[src/rtl/sbg_pkg.sv]
package sbg_pkg;
  // word indices whose behaviour is special
  localparam int IX_A_OUT  = 'h00;
  localparam int IX_A_VIEW = 'h01;
  localparam int IX_A_EN   = 'h02;
  localparam int IX_D_OUT  = 'h10;
  localparam int IX_D_VIEW = 'h11;
  localparam int IX_D_EN   = 'h12;

  // bit positions
  localparam int B_A_RDY  = 7;
  localparam int B_A_ALE  = 6;
  localparam int B_A_CLE  = 5;
  localparam int B_A_CE   = 4;
  localparam int B_D_SCLK = 1;
  localparam int B_D_SDAT = 4;
  localparam int B_D_SDO  = 4;

  typedef struct packed {
    logic stb;
    logic lvl;
    logic dat;
  } sbg_evt_t;
endpackage

[src/rtl/sbg_rst_sync.sv]
module sbg_rst_sync #(
  parameter int STAGES = 2
) (
  input  logic clk,
  input  logic rst_n,
  output logic rst_sync_n
);
  logic [STAGES-1:0] sh_q;

  always_ff @(posedge clk or negedge rst_n) begin
    if (!rst_n) sh_q <= '0;
    else        sh_q <= {sh_q[STAGES-2:0], 1'b1};
  end

  assign rst_sync_n = sh_q[STAGES-1];
endmodule

[src/rtl/sbg_regfile.sv]
module sbg_regfile #(
  parameter int DATA_W    = 32,
  parameter int NUM_WORDS = 23,
  parameter int IDX_W     = 5
) (
  input  logic                              clk,
  input  logic                              rst_n,
  input  logic                              wr_en,
  input  logic [IDX_W-1:0]                  wr_idx,
  input  logic [DATA_W-1:0]                 wr_data,
  output logic [NUM_WORDS-1:0][DATA_W-1:0]  regs
);
  logic [NUM_WORDS-1:0] word_en;

  for (genvar w = 0; w < NUM_WORDS; w++) begin : g_word
    always_comb word_en[w] = wr_en && (wr_idx == IDX_W'(w));

    always_ff @(posedge clk or negedge rst_n) begin
      if (!rst_n)          regs[w] <= '0;
      else if (word_en[w]) regs[w] <= wr_data;
    end
  end

  // a legal write is visible at its index the next cycle
  a_r2_write_lands: assert property (@(posedge clk) disable iff (!rst_n)
    wr_en |=> regs[$past(wr_idx)] == $past(wr_data));
endmodule

[src/rtl/sbg_rdmux.sv]
module sbg_rdmux
  import sbg_pkg::*;
#(
  parameter int DATA_W    = 32,
  parameter int NUM_WORDS = 23,
  parameter int IDX_W     = 5
) (
  input  logic [NUM_WORDS-1:0][DATA_W-1:0]  regs,
  input  logic [IDX_W-1:0]                  idx,
  input  logic                              nand_rdy,
  input  logic                              sens_sdo,
  output logic [DATA_W-1:0]                 rd_val
);
  logic [DATA_W-1:0] a_view, d_view;

  always_comb begin
    a_view = (regs[IX_A_OUT] & regs[IX_A_EN]) | (DATA_W'(nand_rdy) << B_A_RDY);
    d_view = (regs[IX_D_OUT] & regs[IX_D_EN]) | (DATA_W'(sens_sdo) << B_D_SDO);
    rd_val = '0;
    if (idx == IDX_W'(IX_A_VIEW))       rd_val = a_view;
    else if (idx == IDX_W'(IX_D_VIEW))  rd_val = d_view;
    else if (idx < IDX_W'(NUM_WORDS))   rd_val = regs[idx];
  end
endmodule

[src/rtl/sbg_sclk_evt.sv]
module sbg_sclk_evt
  import sbg_pkg::*;
#(
  parameter int IDX_W = 5
) (
  input  logic              clk,
  input  logic              rst_n,
  input  logic              wr_en,
  input  logic [IDX_W-1:0]  wr_idx,
  input  logic              wr_sclk,
  input  logic              wr_sdat,
  input  logic              cur_sclk,
  output sbg_evt_t          evt
);
  logic     hit;
  sbg_evt_t evt_d, evt_q;

  always_comb begin
    hit   = wr_en && (wr_idx == IDX_W'(IX_D_OUT)) && (wr_sclk != cur_sclk);
    evt_d = evt_q;
    evt_d.stb = hit;
    if (hit) begin
      evt_d.lvl = wr_sclk;
      evt_d.dat = wr_sdat;
    end
  end

  always_ff @(posedge clk or negedge rst_n) begin
    if (!rst_n) evt_q <= '0;
    else        evt_q <= evt_d;
  end

  assign evt = evt_q;

  // a port D write that keeps the clock level makes no event
  a_r7_no_evt_same_level: assert property (@(posedge clk) disable iff (!rst_n)
    (wr_en && wr_idx == IDX_W'(IX_D_OUT) && wr_sclk == cur_sclk) |=> !evt_q.stb);
endmodule

[src/rtl/sideband_gpio.sv]
module sideband_gpio
  import sbg_pkg::*;
#(
  parameter  int DATA_W    = 32,
  parameter  int NUM_WORDS = 23,
  localparam int IDX_W     = $clog2(NUM_WORDS),
  localparam int ADDR_W    = IDX_W + 2,
  localparam int BE_W      = DATA_W / 8
) (
  input  logic              clk,
  input  logic              rst_n,
  input  logic              req_valid,
  input  logic              req_write,
  input  logic [ADDR_W-1:0] req_addr,
  input  logic [BE_W-1:0]   req_be,
  input  logic [DATA_W-1:0] req_wdata,
  output logic              rsp_valid,
  output logic              rsp_err,
  output logic [DATA_W-1:0] rsp_rdata,
  input  logic              nand_rdy,
  output logic              nand_ale,
  output logic              nand_cle,
  output logic              nand_ce,
  input  logic              sens_sdo,
  output logic              sens_edge_stb,
  output logic              sens_clk_lvl,
  output logic              sens_data
);
  logic                             rst_i_n;
  logic [IDX_W-1:0]                 idx;
  logic                             legal, wr_en;
  logic [DATA_W-1:0]                rd_val;
  logic [NUM_WORDS-1:0][DATA_W-1:0] regs;
  sbg_evt_t                         evt;
  logic                             vld_d, err_d, vld_q, err_q;
  logic [DATA_W-1:0]                dat_d, dat_q;
  logic                             unused_lowaddr;

  sbg_rst_sync #(.STAGES(2)) u_rst (
    .clk(clk), .rst_n(rst_n), .rst_sync_n(rst_i_n));

  // decode: byte lane bits are not part of the index
  assign idx            = req_addr[ADDR_W-1:2];
  assign unused_lowaddr = ^req_addr[1:0];
  assign legal          = (idx < IDX_W'(NUM_WORDS)) && (&req_be);
  assign wr_en          = req_valid && req_write && legal;

  sbg_regfile #(.DATA_W(DATA_W), .NUM_WORDS(NUM_WORDS), .IDX_W(IDX_W)) u_regs (
    .clk(clk), .rst_n(rst_i_n), .wr_en(wr_en), .wr_idx(idx),
    .wr_data(req_wdata), .regs(regs));

  sbg_rdmux #(.DATA_W(DATA_W), .NUM_WORDS(NUM_WORDS), .IDX_W(IDX_W)) u_rd (
    .regs(regs), .idx(idx), .nand_rdy(nand_rdy), .sens_sdo(sens_sdo),
    .rd_val(rd_val));

  sbg_sclk_evt #(.IDX_W(IDX_W)) u_evt (
    .clk(clk), .rst_n(rst_i_n), .wr_en(wr_en), .wr_idx(idx),
    .wr_sclk(req_wdata[B_D_SCLK]), .wr_sdat(req_wdata[B_D_SDAT]),
    .cur_sclk(regs[IX_D_OUT][B_D_SCLK]), .evt(evt));

  // response next state
  always_comb begin
    vld_d = req_valid;
    err_d = req_valid && !legal;
    dat_d = (req_valid && !req_write && legal) ? rd_val : '0;
  end

  always_ff @(posedge clk or negedge rst_i_n) begin
    if (!rst_i_n) begin
      vld_q <= 1'b0;
      err_q <= 1'b0;
      dat_q <= '0;
    end else begin
      vld_q <= vld_d;
      err_q <= err_d;
      dat_q <= dat_d;
    end
  end

  assign rsp_valid     = vld_q;
  assign rsp_err       = err_q;
  assign rsp_rdata     = dat_q;
  assign nand_ale      = regs[IX_A_OUT][B_A_ALE];
  assign nand_cle      = regs[IX_A_OUT][B_A_CLE];
  assign nand_ce       = regs[IX_A_OUT][B_A_CE];
  assign sens_edge_stb = evt.stb;
  assign sens_clk_lvl  = evt.lvl;
  assign sens_data     = evt.dat;

  // one response per request, one cycle later
  a_r2_rsp_follows_req: assert property (@(posedge clk) disable iff (!rst_i_n)
    req_valid |=> rsp_valid);
  a_r2_no_spurious_rsp: assert property (@(posedge clk) disable iff (!rst_i_n)
    !req_valid |=> !rsp_valid);
  // level and data only move with a strobe
  a_r6_level_held: assert property (@(posedge clk) disable iff (!rst_i_n)
    !sens_edge_stb |-> ($stable(sens_clk_lvl) && $stable(sens_data)));
  // strobed level agrees with the stored port D clock bit
  a_r6_lvl_matches_store: assert property (@(posedge clk) disable iff (!rst_i_n)
    sens_edge_stb |-> sens_clk_lvl == regs[IX_D_OUT][B_D_SCLK]);
  // a rejected request never produces an event
  a_r9_no_evt_on_err: assert property (@(posedge clk) disable iff (!rst_i_n)
    rsp_err |-> !sens_edge_stb);
  // a rejected write leaves storage untouched
  a_r9_err_keeps_regs: assert property (@(posedge clk) disable iff (!rst_i_n)
    (req_valid && req_write && !legal) |=> $stable(regs));
endmodule

[config.mk]
export PLATFORM = sky130hd
export DESIGN_NAME = sideband_gpio
export DESIGN_NICKNAME = d
export VERILOG_FILES = /design/src/rtl/sbg_pkg.sv /design/src/rtl/sbg_rst_sync.sv /design/src/rtl/sbg_regfile.sv /design/src/rtl/sbg_rdmux.sv /design/src/rtl/sbg_sclk_evt.sv /design/src/rtl/sideband_gpio.sv
export SDC_FILE = /design/constraint.sdc
export NUM_CORES = 1
export LEC_CHECK = 0
export CAP_MARGIN = 20
export CORE_MARGIN = 1.5
export CORE_UTILIZATION = 35
export CTS_BUF_LIST = sky130_fd_sc_hd__clkbuf_2
export DETAILED_ROUTE_END_ITERATION = 10
export PLACE_DENSITY = 0.5
export SLEW_MARGIN = 20
export SYNTH_ARGS = -nofsm -noshare
export SYNTH_HDL_FRONTEND = slang
export SYNTH_SLANG_ARGS = --single-unit
[constraint.sdc]
create_clock -name clk -period 32.4 [get_ports clk]
set_input_delay 6.48 -clock clk [delete_from_list [all_inputs] [get_ports clk]]
set_output_delay 6.48 -clock clk [all_outputs]
set_load 0.005 [all_outputs]
; ---- After elaboration in Yosys (flattened, before gate mapping)
; Index checks and enable logic that the tools add are counted.
[word_totals]
elab_cells = 99
output_inout_bits = 40
reg_bits = 775
in_bits = 49
[op_classes]
bitwise_logic = 4
n_eq_ne = 23
magnitude_cmp = 2
n_reduce_logical = 34
n_mux = 6
[ops]
columns = op, count
row1 = binary-select mux 32 bit (select 5 bit), 1
row2 = two-way mux 32 bit, 5
row3 = AND 32 bit, 2
row4 = equality test 5 x 4 -> 1 bit (second input constant), 8
row5 = equality test 5 bit (second input constant), 7
row6 = OR 32 x 5 -> 32 bit, 1
row7 = OR 32 x 8 -> 32 bit, 1
row8 = logical AND 1 bit, 30
row9 = equality test 5 x 3 -> 1 bit (second input constant), 4
row10 = equality test 5 x 2 -> 1 bit (second input constant), 2
row11 = < comparator 5 x 6 -> 1 bit (second input constant), 1
row12 = equality test 5 x 1 -> 1 bit (second input constant), 1
row13 = zero test 5 bit, 1
row14 = < comparator 5 bit (second input constant), 1
row15 = AND reduction 4 bit, 1
row16 = zero test 1 bit, 2
row17 = inequality test 1 bit, 1

; ---- Depth between registers and ports, before layout
; Gate-level depths: netlist of the first run.
[depth]
word_depth = 6
ltp_mapped = 9
mapped_depth_nobuf = 4

; ---- Modules after synthesis
; Synthesis of the first run repeated with hierarchy kept, for this count alone.
[unflattened]
cells_unflattened = 2684
hier_area_um2 = 36922.9
[by_module_without_submodules]
columns = mod, area_each_um2, instances, seq_area_each_um2, cells_per_inst
row1 = sbg_regfile, 27676.5, 1, 18417.7, 1646
row2 = sbg_rdmux, 7329.5, 1, 0.0, 899
row3 = sideband_gpio, 1706.6, 1, 850.8, 122
row4 = sbg_sclk_evt, 156.4, 1, 75.1, 14
row5 = sbg_rst_sync, 53.8, 1, 50.0, 3

; ---- Worst setup path after synthesis of the first run
; No wires, ideal clock.
[synth_timing]
path_type = input-to-reg
startpoint = input port req_addr[3]
endpoint = register u_regs.regs[546] (netlist bit)
path_buffers = 3
t_arrival_ns = 8.047
setup_ns = 0.125
cell_stages = 6
required_time_ns = 32.275
setup_slack_ns = 24.228
path_cell_list = buf_2 -> or4b_1 -> buf_2 -> nor3_4 -> buf_6 -> mux2_2
[synth_between]
elab_chain_cells = 4
elab_cells_between_ends = 5
classes_between = order compare: 1 / eq/ne: 1 / reduce/logical: 3
[synth_rtl]
columns = element, line
row1 = from (decl), sideband_gpio.sv:14  ; input logic [ADDR_W-1:0] req_addr,
row2 = < comparator 5 bit, sideband_gpio.sv:45  ; assign legal = (idx < IDX_W'(NUM_WORDS)) && (&req_be);
row3 = logical AND 1 bit, sideband_gpio.sv:45
row4 = logical AND 1 bit, sideband_gpio.sv:46  ; assign wr_en = req_valid && req_write && legal;
row5 = logical AND 1 bit (*), sbg_regfile.sv:16  ; always_comb word_en[w] = wr_en && (wr_idx == IDX_W'(w));
row6 = "to (signal, indexed assignment)", sbg_regfile.sv:20  ; else if (word_en[w]) regs[w] <= wr_data;
row7 = to (decl), sbg_regfile.sv:11  ; output logic [NUM_WORDS-1:0][DATA_W-1:0] regs
; Mark *: on every way between the ends. The rest lies on a longest branch, timed or not.
; A chain may end at the register's enable or synchronous reset.

; ---- Worst setup path after layout of the first run
[layout_timing]
startpoint = input port req_addr[2]
endpoint = register u_regs.regs[563] (netlist bit)
; Same word-level chain as after synthesis.

==> results of run 1 <==
[cell families after synthesis]
kind of cell,synth area share
other cells,0.000106
mux,0.345
xor+xnor,0.000495
flops,0.548
buf+inv,0.0324
simple gates,0.0202
compound gates,0.0536
[how the worst max path moves through the flow]
| stage | startpoint | to | cells after the start | slack [ns] |
|---|---|---|---|---|
| after global placement | req_addr[2] | rsp_rdata[28] | 7 | 21.96 |
| after floorplan | u_rst.sh_q[1] | rsp_err | 0 | 9.20 |
| final | req_addr[2] | u_regs.regs[563] | 7 | 23.46 |
| after global routing | u_regs.regs[5] | nand_cle | 1 | 23.28 |
| after detailed placement | req_addr[2] | u_regs.regs[569] | 7 | 21.97 |
| after CTS | u_regs.regs[5] | nand_cle | 1 | 23.25 |
[stage by stage]
| step | total power [mW] | setup WS [ns] | cells | utilization | cell area [sq um] |
|---|---|---|---|---|---|
| 2_1_floorplan | 1.07 | 9.20 | 2361 | - | 35400 |
| 3_3_place_gp | 1.11 | 21.96 | 3566 | 0.373 | 37300 |
| 3_5_place_dp | 1.11 | 21.97 | 3566 | 0.373 | 37300 |
| 4_1_cts | 1.82 | 23.25 | 3947 | 0.392 | 39200 |
| 5_1_grt | 1.88 | 23.28 | 3950 | 0.392 | 39300 |
| 6_report | 1.78 | 23.46 | 3950 | 0.392 | 39300 |
[where the power goes]
part | total (mW) | internal [mW] | switching [mW]
combinational | 0.104 | 0.0347 | 0.0692
sequential | 0.988 | 0.980 | 0.00819
clock | 0.693 | 0.276 | 0.417
total | 1.78 | 1.29 | 0.494
[cell usage after synthesis, types with 13 or more instances]
library cell    n  area [sq um]
a21oi_1        15          75.1
a221o_1        19           190
a22o_1         42           368
a22oi_1        20           150
a31oi_1        24           150
buf_2          84           420
buf_4          21           158
clkbuf_1      110           413
dfrtp_1       775         19400
mux2_1         13           146
mux2_2        726          8180
mux2i_1        72           721
mux4_2        140          3150
nand2_1        64           240
nor2_1         23          86.3
o21ai_0        43           215
o22ai_1        20           125
o2bb2ai_1      20           175
[sequential cells by signal, summed over array words and instances (netlist names)]
register / flops
u_regs.regs: 736
u_evt.evt: 3
rsp_err: 1
rsp_rdata: 32
u_rst.sh_q: 2
rsp_valid: 1
[cell type report]
type / count / area (sq um)
diodes: 3 / 7.51
clock buffers: 326 / 1630
clock inverters: 55 / 274
fillers: 9486 / 60900
inverters: 2 / 7.51
multi-input cells: 1350 / 15000
flip-flops and latches: 775 / 19400
well taps: 1298 / 1620
repair buffers: 141 / 1320
[worst max-delay path: stages]
cell and delay, ns:
buf_8 0.54, buf_4 0.75, or4b_2 0.70, buf_4 0.34, nor3_4 0.21, buf_4 0.62, mux2_2 0.41
[metal layers]
layer  vias to the layer above  share of wire
met5                         -              0
met4                         0          0.023
met3                       182          0.050
met2                       557           0.48
met1                     11619           0.45
li1                       9201              -
==> results_dict.tcl, run 1 <==
set metrics [dict create \
    yosysUniqueCellTypes 55 \
    cts.clk_slew.worst_paths_ns 0.10 \
    grt_pass1_wl_um 153000 \
    grt_start_max_net_pins 167 \
    ir_drop_mv 0.0200 \
    drive_gt1_frac 0.492 \
    drv_cap 0 \
    finalSetupViolCount 0 \
    met2_usage 0.323 \
    worstHoldPathType "flop to asynchronous set/reset pin" \
    cp_data_arrival_time_ns 10.20 \
    core_sq_um 100000 \
    use_met3 0.0426 \
    grt_usage 0.200 \
    area_delta_synth_final_pct 11.0 \
    place_congestion 0.764 \
    fmax_ghz 0.112 \
    drtIter0Drc 1448 \
    final_common_cell "dfrtp_1" \
    period_share 0.276 \
    yosysWarnings 0 \
    grt.met1_usage 0.266 \
    grt.overflow.total 0 \
    grt_pass1_vias 23876 \
    synthesis.area_sq_um 35400 \
    crit_path_end_kind "flop" \
    reg2reg_to "rsp_rdata[28]" \
    hold_viol_final 0 \
    path_class "primary input to flop" \
    clockBufferDepth 3 \
    min_period_ns 8.94 \
    worst_setup_path_start_kind "primary input" \
    die-area_sq_um 103000 \
    worstPathRequired_ns 33.66 \
    vias_per_cell 5.46 \
    reg2reg_depth 3 \
    ant_nets 0 \
    drt-total-wl_um 101000 \
    layout_common_cells "dfrtp_1 (774), mux2_2 (726), clkbuf_2 (326)" \
    synth_area_per_cell_sq_um 15.0 \
    synth_cells 2361 \
    grt_antenna_before_repair 4 \
    worstSkewPairLatency_ns 1.47 \
    nets 2529 \
    ys_ff_latch 775 \
    firstDrtPassIters 5 \
    io_pins 89 \
    cts_tree "done" \
    die_x_um 321 \
    r2r_slack_ns 29.05 \
    die_y_um 321 \
    skew_ns 0.121 \
    clk_root_buffer_cell "clkbuf_2" \
    cts_buffers 210 \
    synth_fp_nets 2410 \
    synthArstFlopShare 1.00 \
    synth-edff-count 0 \
    grt-busiest-layer "met2" \
    drc_errors 0 \
    rows 116 \
    status "finished clean" \
    dp_hpwl_um 55600 \
    max-slew-margin-rel 0.331 \
    vias 21559 \
    cts_max_level 4 \
    routedWlPerCell_um 25.7 \
    post_cts_buffers 0 \
    leakagePower_nw 18.9 \
    worst_slew_pin_slew_ns 1.00 \
    finalSetupTns_ns 0 \
    hold-worst-slack_ns 0.254 \
    hold_buffers 0 \
    cp_max_fo 65 \
    ys_seq_area_frac 0.548 \
    slew_viol_final 0 \
    cts.sinks 775 \
    r2r-start "u_rst.sh_q[1]" \
    synth_flop_cell "dfrtp_1" \
    initial_core_util 0.353 \
    rsz0062_at_grt "no" \
    cts-resized-gates 0 \
    p_per_area_nw_per_um2 45.5 \
    port_buffers 86 \
]
Note: power is estimated with default switching activity, not from simulation.
==> run 2, diff against run 1 <==
==> constraint.sdc (replaced) <==
create_clock -name clk -period 8.63 [get_ports clk]
set_input_delay 1.726 -clock clk [delete_from_list [all_inputs] [get_ports clk]]
set_output_delay 1.726 -clock clk [all_outputs]
set_load 0.005 [all_outputs]
==> run 2 against run 1 <==
Compared with the run above:
- clock power grew to 3.8 times the previous value
- sequential cell count is the same
- register-to-register slack got worse by 23 ns
- critical endpoint is now nand_cle
==> results_dict.tcl, run 2 (synthesis gave the netlist of run 1 again) <==
set metrics [dict create \
    status "finished clean" \
    grt_pass1_vias 23532 \
    cts-resized-gates 0 \
    period_share 0.478 \
    cts.sinks 775 \
    min_from "u_rst.sh_q[0]" \
    grt.overflow.total 0 \
    worstHoldPathType "flop to flop" \
    min_period_ns 4.12 \
    critPathLaunch "u_regs.regs[5]" \
    crit_slowest_cell "clkdlybuf4s50_1" \
    die_x_um 321 \
    hold_viol_final 0 \
    rows 116 \
    p_int_mw 4.90 \
    cts_tree "done" \
    path_buf_inv 1 \
    clockBufferDepth 3 \
    skew_ns 0.0858 \
    io_pins 89 \
    sw_frac_of_total 0.272 \
    clockPowerShare 0.391 \
    fmax_ghz 0.243 \
    drtIter0Drc 1310 \
    path_class "flop to output pin" \
    firstDrtPassIters 5 \
    initial_core_util 0.353 \
    final_common_cell "dfrtp_1" \
    placed_cell_area_sq_um 37300 \
    die-area_sq_um 103000 \
    grt_usage 0.200 \
    grt_start_max_net_pins 178 \
    p_sw_mw 1.83 \
    routedWlPerCell_um 25.9 \
    crit_path_end_kind "output pin" \
    crit_chain "clkdlybuf4s50_1" \
    drv_cap 0 \
    slew_viol_final 0 \
    hold_buffers 0 \
    pwr-share-seq 0.552 \
    dp_hpwl_um 55800 \
    finalSetupTns_ns 0 \
    slowest_delay_ns 0.53 \
    ant_nets 0 \
    cp_data_arrival_time_ns 2.40 \
    leakagePower_nw 18.9 \
    drive_gt1_frac 0.493 \
    regMostFlops "u_regs.regs" \
    vias 21533 \
    clk_root_buffer_cell "clkbuf_2" \
    nets 2521 \
    design_area_sq_um 39300 \
    rsz0062_at_grt "no" \
    post_cts_buffers 0 \
    worst_slew_pin_slew_ns 0.995 \
    cp_top_family "buffers and inverters" \
    p_per_area_nw_per_um2 171 \
    place_congestion 0.737 \
    largest_reg_flops 736 \
    cts_buffers 204 \
    drt-total-wl_um 102000 \
    finalSetupViolCount 0 \
    combPwrFrac 0.058 \
    grt_pass1_wl_um 152000 \
    die_y_um 321 \
    nFillCells 9380 \
    layout_common_cells "dfrtp_1 (774), mux2_2 (726), clkbuf_2 (316)" \
    drc_errors 0 \
    ir_drop_mv 0.0909 \
    worstSkewPairLatency_ns 1.43 \
    cts.clk_slew.worst_paths_ns 0.10 \
    worstPathRequired_ns 6.90 \
    area_delta_synth_final_pct 11.0 \
    cp_max_fo 4 \
    worst_setup_path_start_kind "flop" \
    r2r-start "u_rst.sh_q[1]" \
    vias_per_cell 5.48 \
    grt_antenna_before_repair 4 \
    cts_max_level 4 \
    core_sq_um 100000 \
    max-slew-margin-rel 0.337 \
    port_buffers 86 \
]
-- run 2: changes by cell type in the layout (fill, tap and decap cells not counted), sizes merged --
cell,before,now
clkbuf,327,317
bufinv,1,4
buf,57,55
clkinvlp,1,3
clkinv,50,30
inv,5,8
-- run 2: final cells by class --
| type | count | area, sq um | area share |
|---|---|---|---|
| Tap cell | 1298 | 1620 | 0.0414 |
| Inverter | 2 | 7.51 | 0.000191 |
| Clock buffer | 316 | 1580 | 0.0403 |
| Multi-Input combinational cell | 1350 | 15000 | 0.382 |
| Sequential cell | 775 | 19400 | 0.494 |
| Timing Repair Buffer | 139 | 1330 | 0.0339 |
| Antenna cell | 3 | 7.51 | 0.000191 |
| Clock inverter | 43 | 302 | 0.00768 |
-- run 2: metal layers --
metal  part of all wire  track usage  wire, um  up-vias
li1                   -            -         -     9158
met1               0.44        0.264     44300    11579
met2               0.49        0.330     49700      607
met3              0.051       0.0381      5200      189
met4              0.023       0.0655      2290        0
met5                  0            0         0        -
-- run 2: worst paths after layout --
| kind | end | slack, ns | cells past startpoint |
|---|---|---|---|
| worst max-delay path | nand_cle | 4.51 | 1 |
| worst min-delay path | u_rst.sh_q[1] | 0.35 | 0 |
| worst max register to register | u_regs.regs[301] | 5.82 | 2 |
| worst min register to register | u_rst.sh_q[1] | 0.35 | 0 |
| max in group asynchronous | u_regs.regs[301] | 5.82 | 2 |
| min in group asynchronous | u_regs.regs[113] | 0.43 | 0 |
-- run 2: power by group through the flow --
stage          Sequential, mW  Combinational [mW]  Clock, mW
5_1_grt                  3.72               0.423       2.96
3_5_place_dp             3.78               0.396          0
3_3_place_gp             3.78               0.383          0
4_1_cts                  3.71               0.396       2.76
2_1_floorplan            3.82               0.211          0
6_report                 3.71               0.388       2.63
-- run 2: metrics by stage --
stage,utilization,hold slack [ns],instances,worst slack [ns],total power [mW]
4_1_cts,0.392,0.303,3922,4.26,6.86
6_report,0.392,0.351,3926,4.51,6.73
2_1_floorplan,-,0.331,2361,1.16,4.03
3_5_place_dp,0.373,0.336,3563,3.17,4.18
3_3_place_gp,0.373,0.332,3563,3.17,4.16
5_1_grt,0.392,0.350,3926,4.29,7.10
-- run 2: worst reg2reg max path, delay by kind of cell (launching register included) --
kind / cells / cell delay [ns]
buffers and inverters: 2 / 1.76
flip-flops: 1 / 0.98
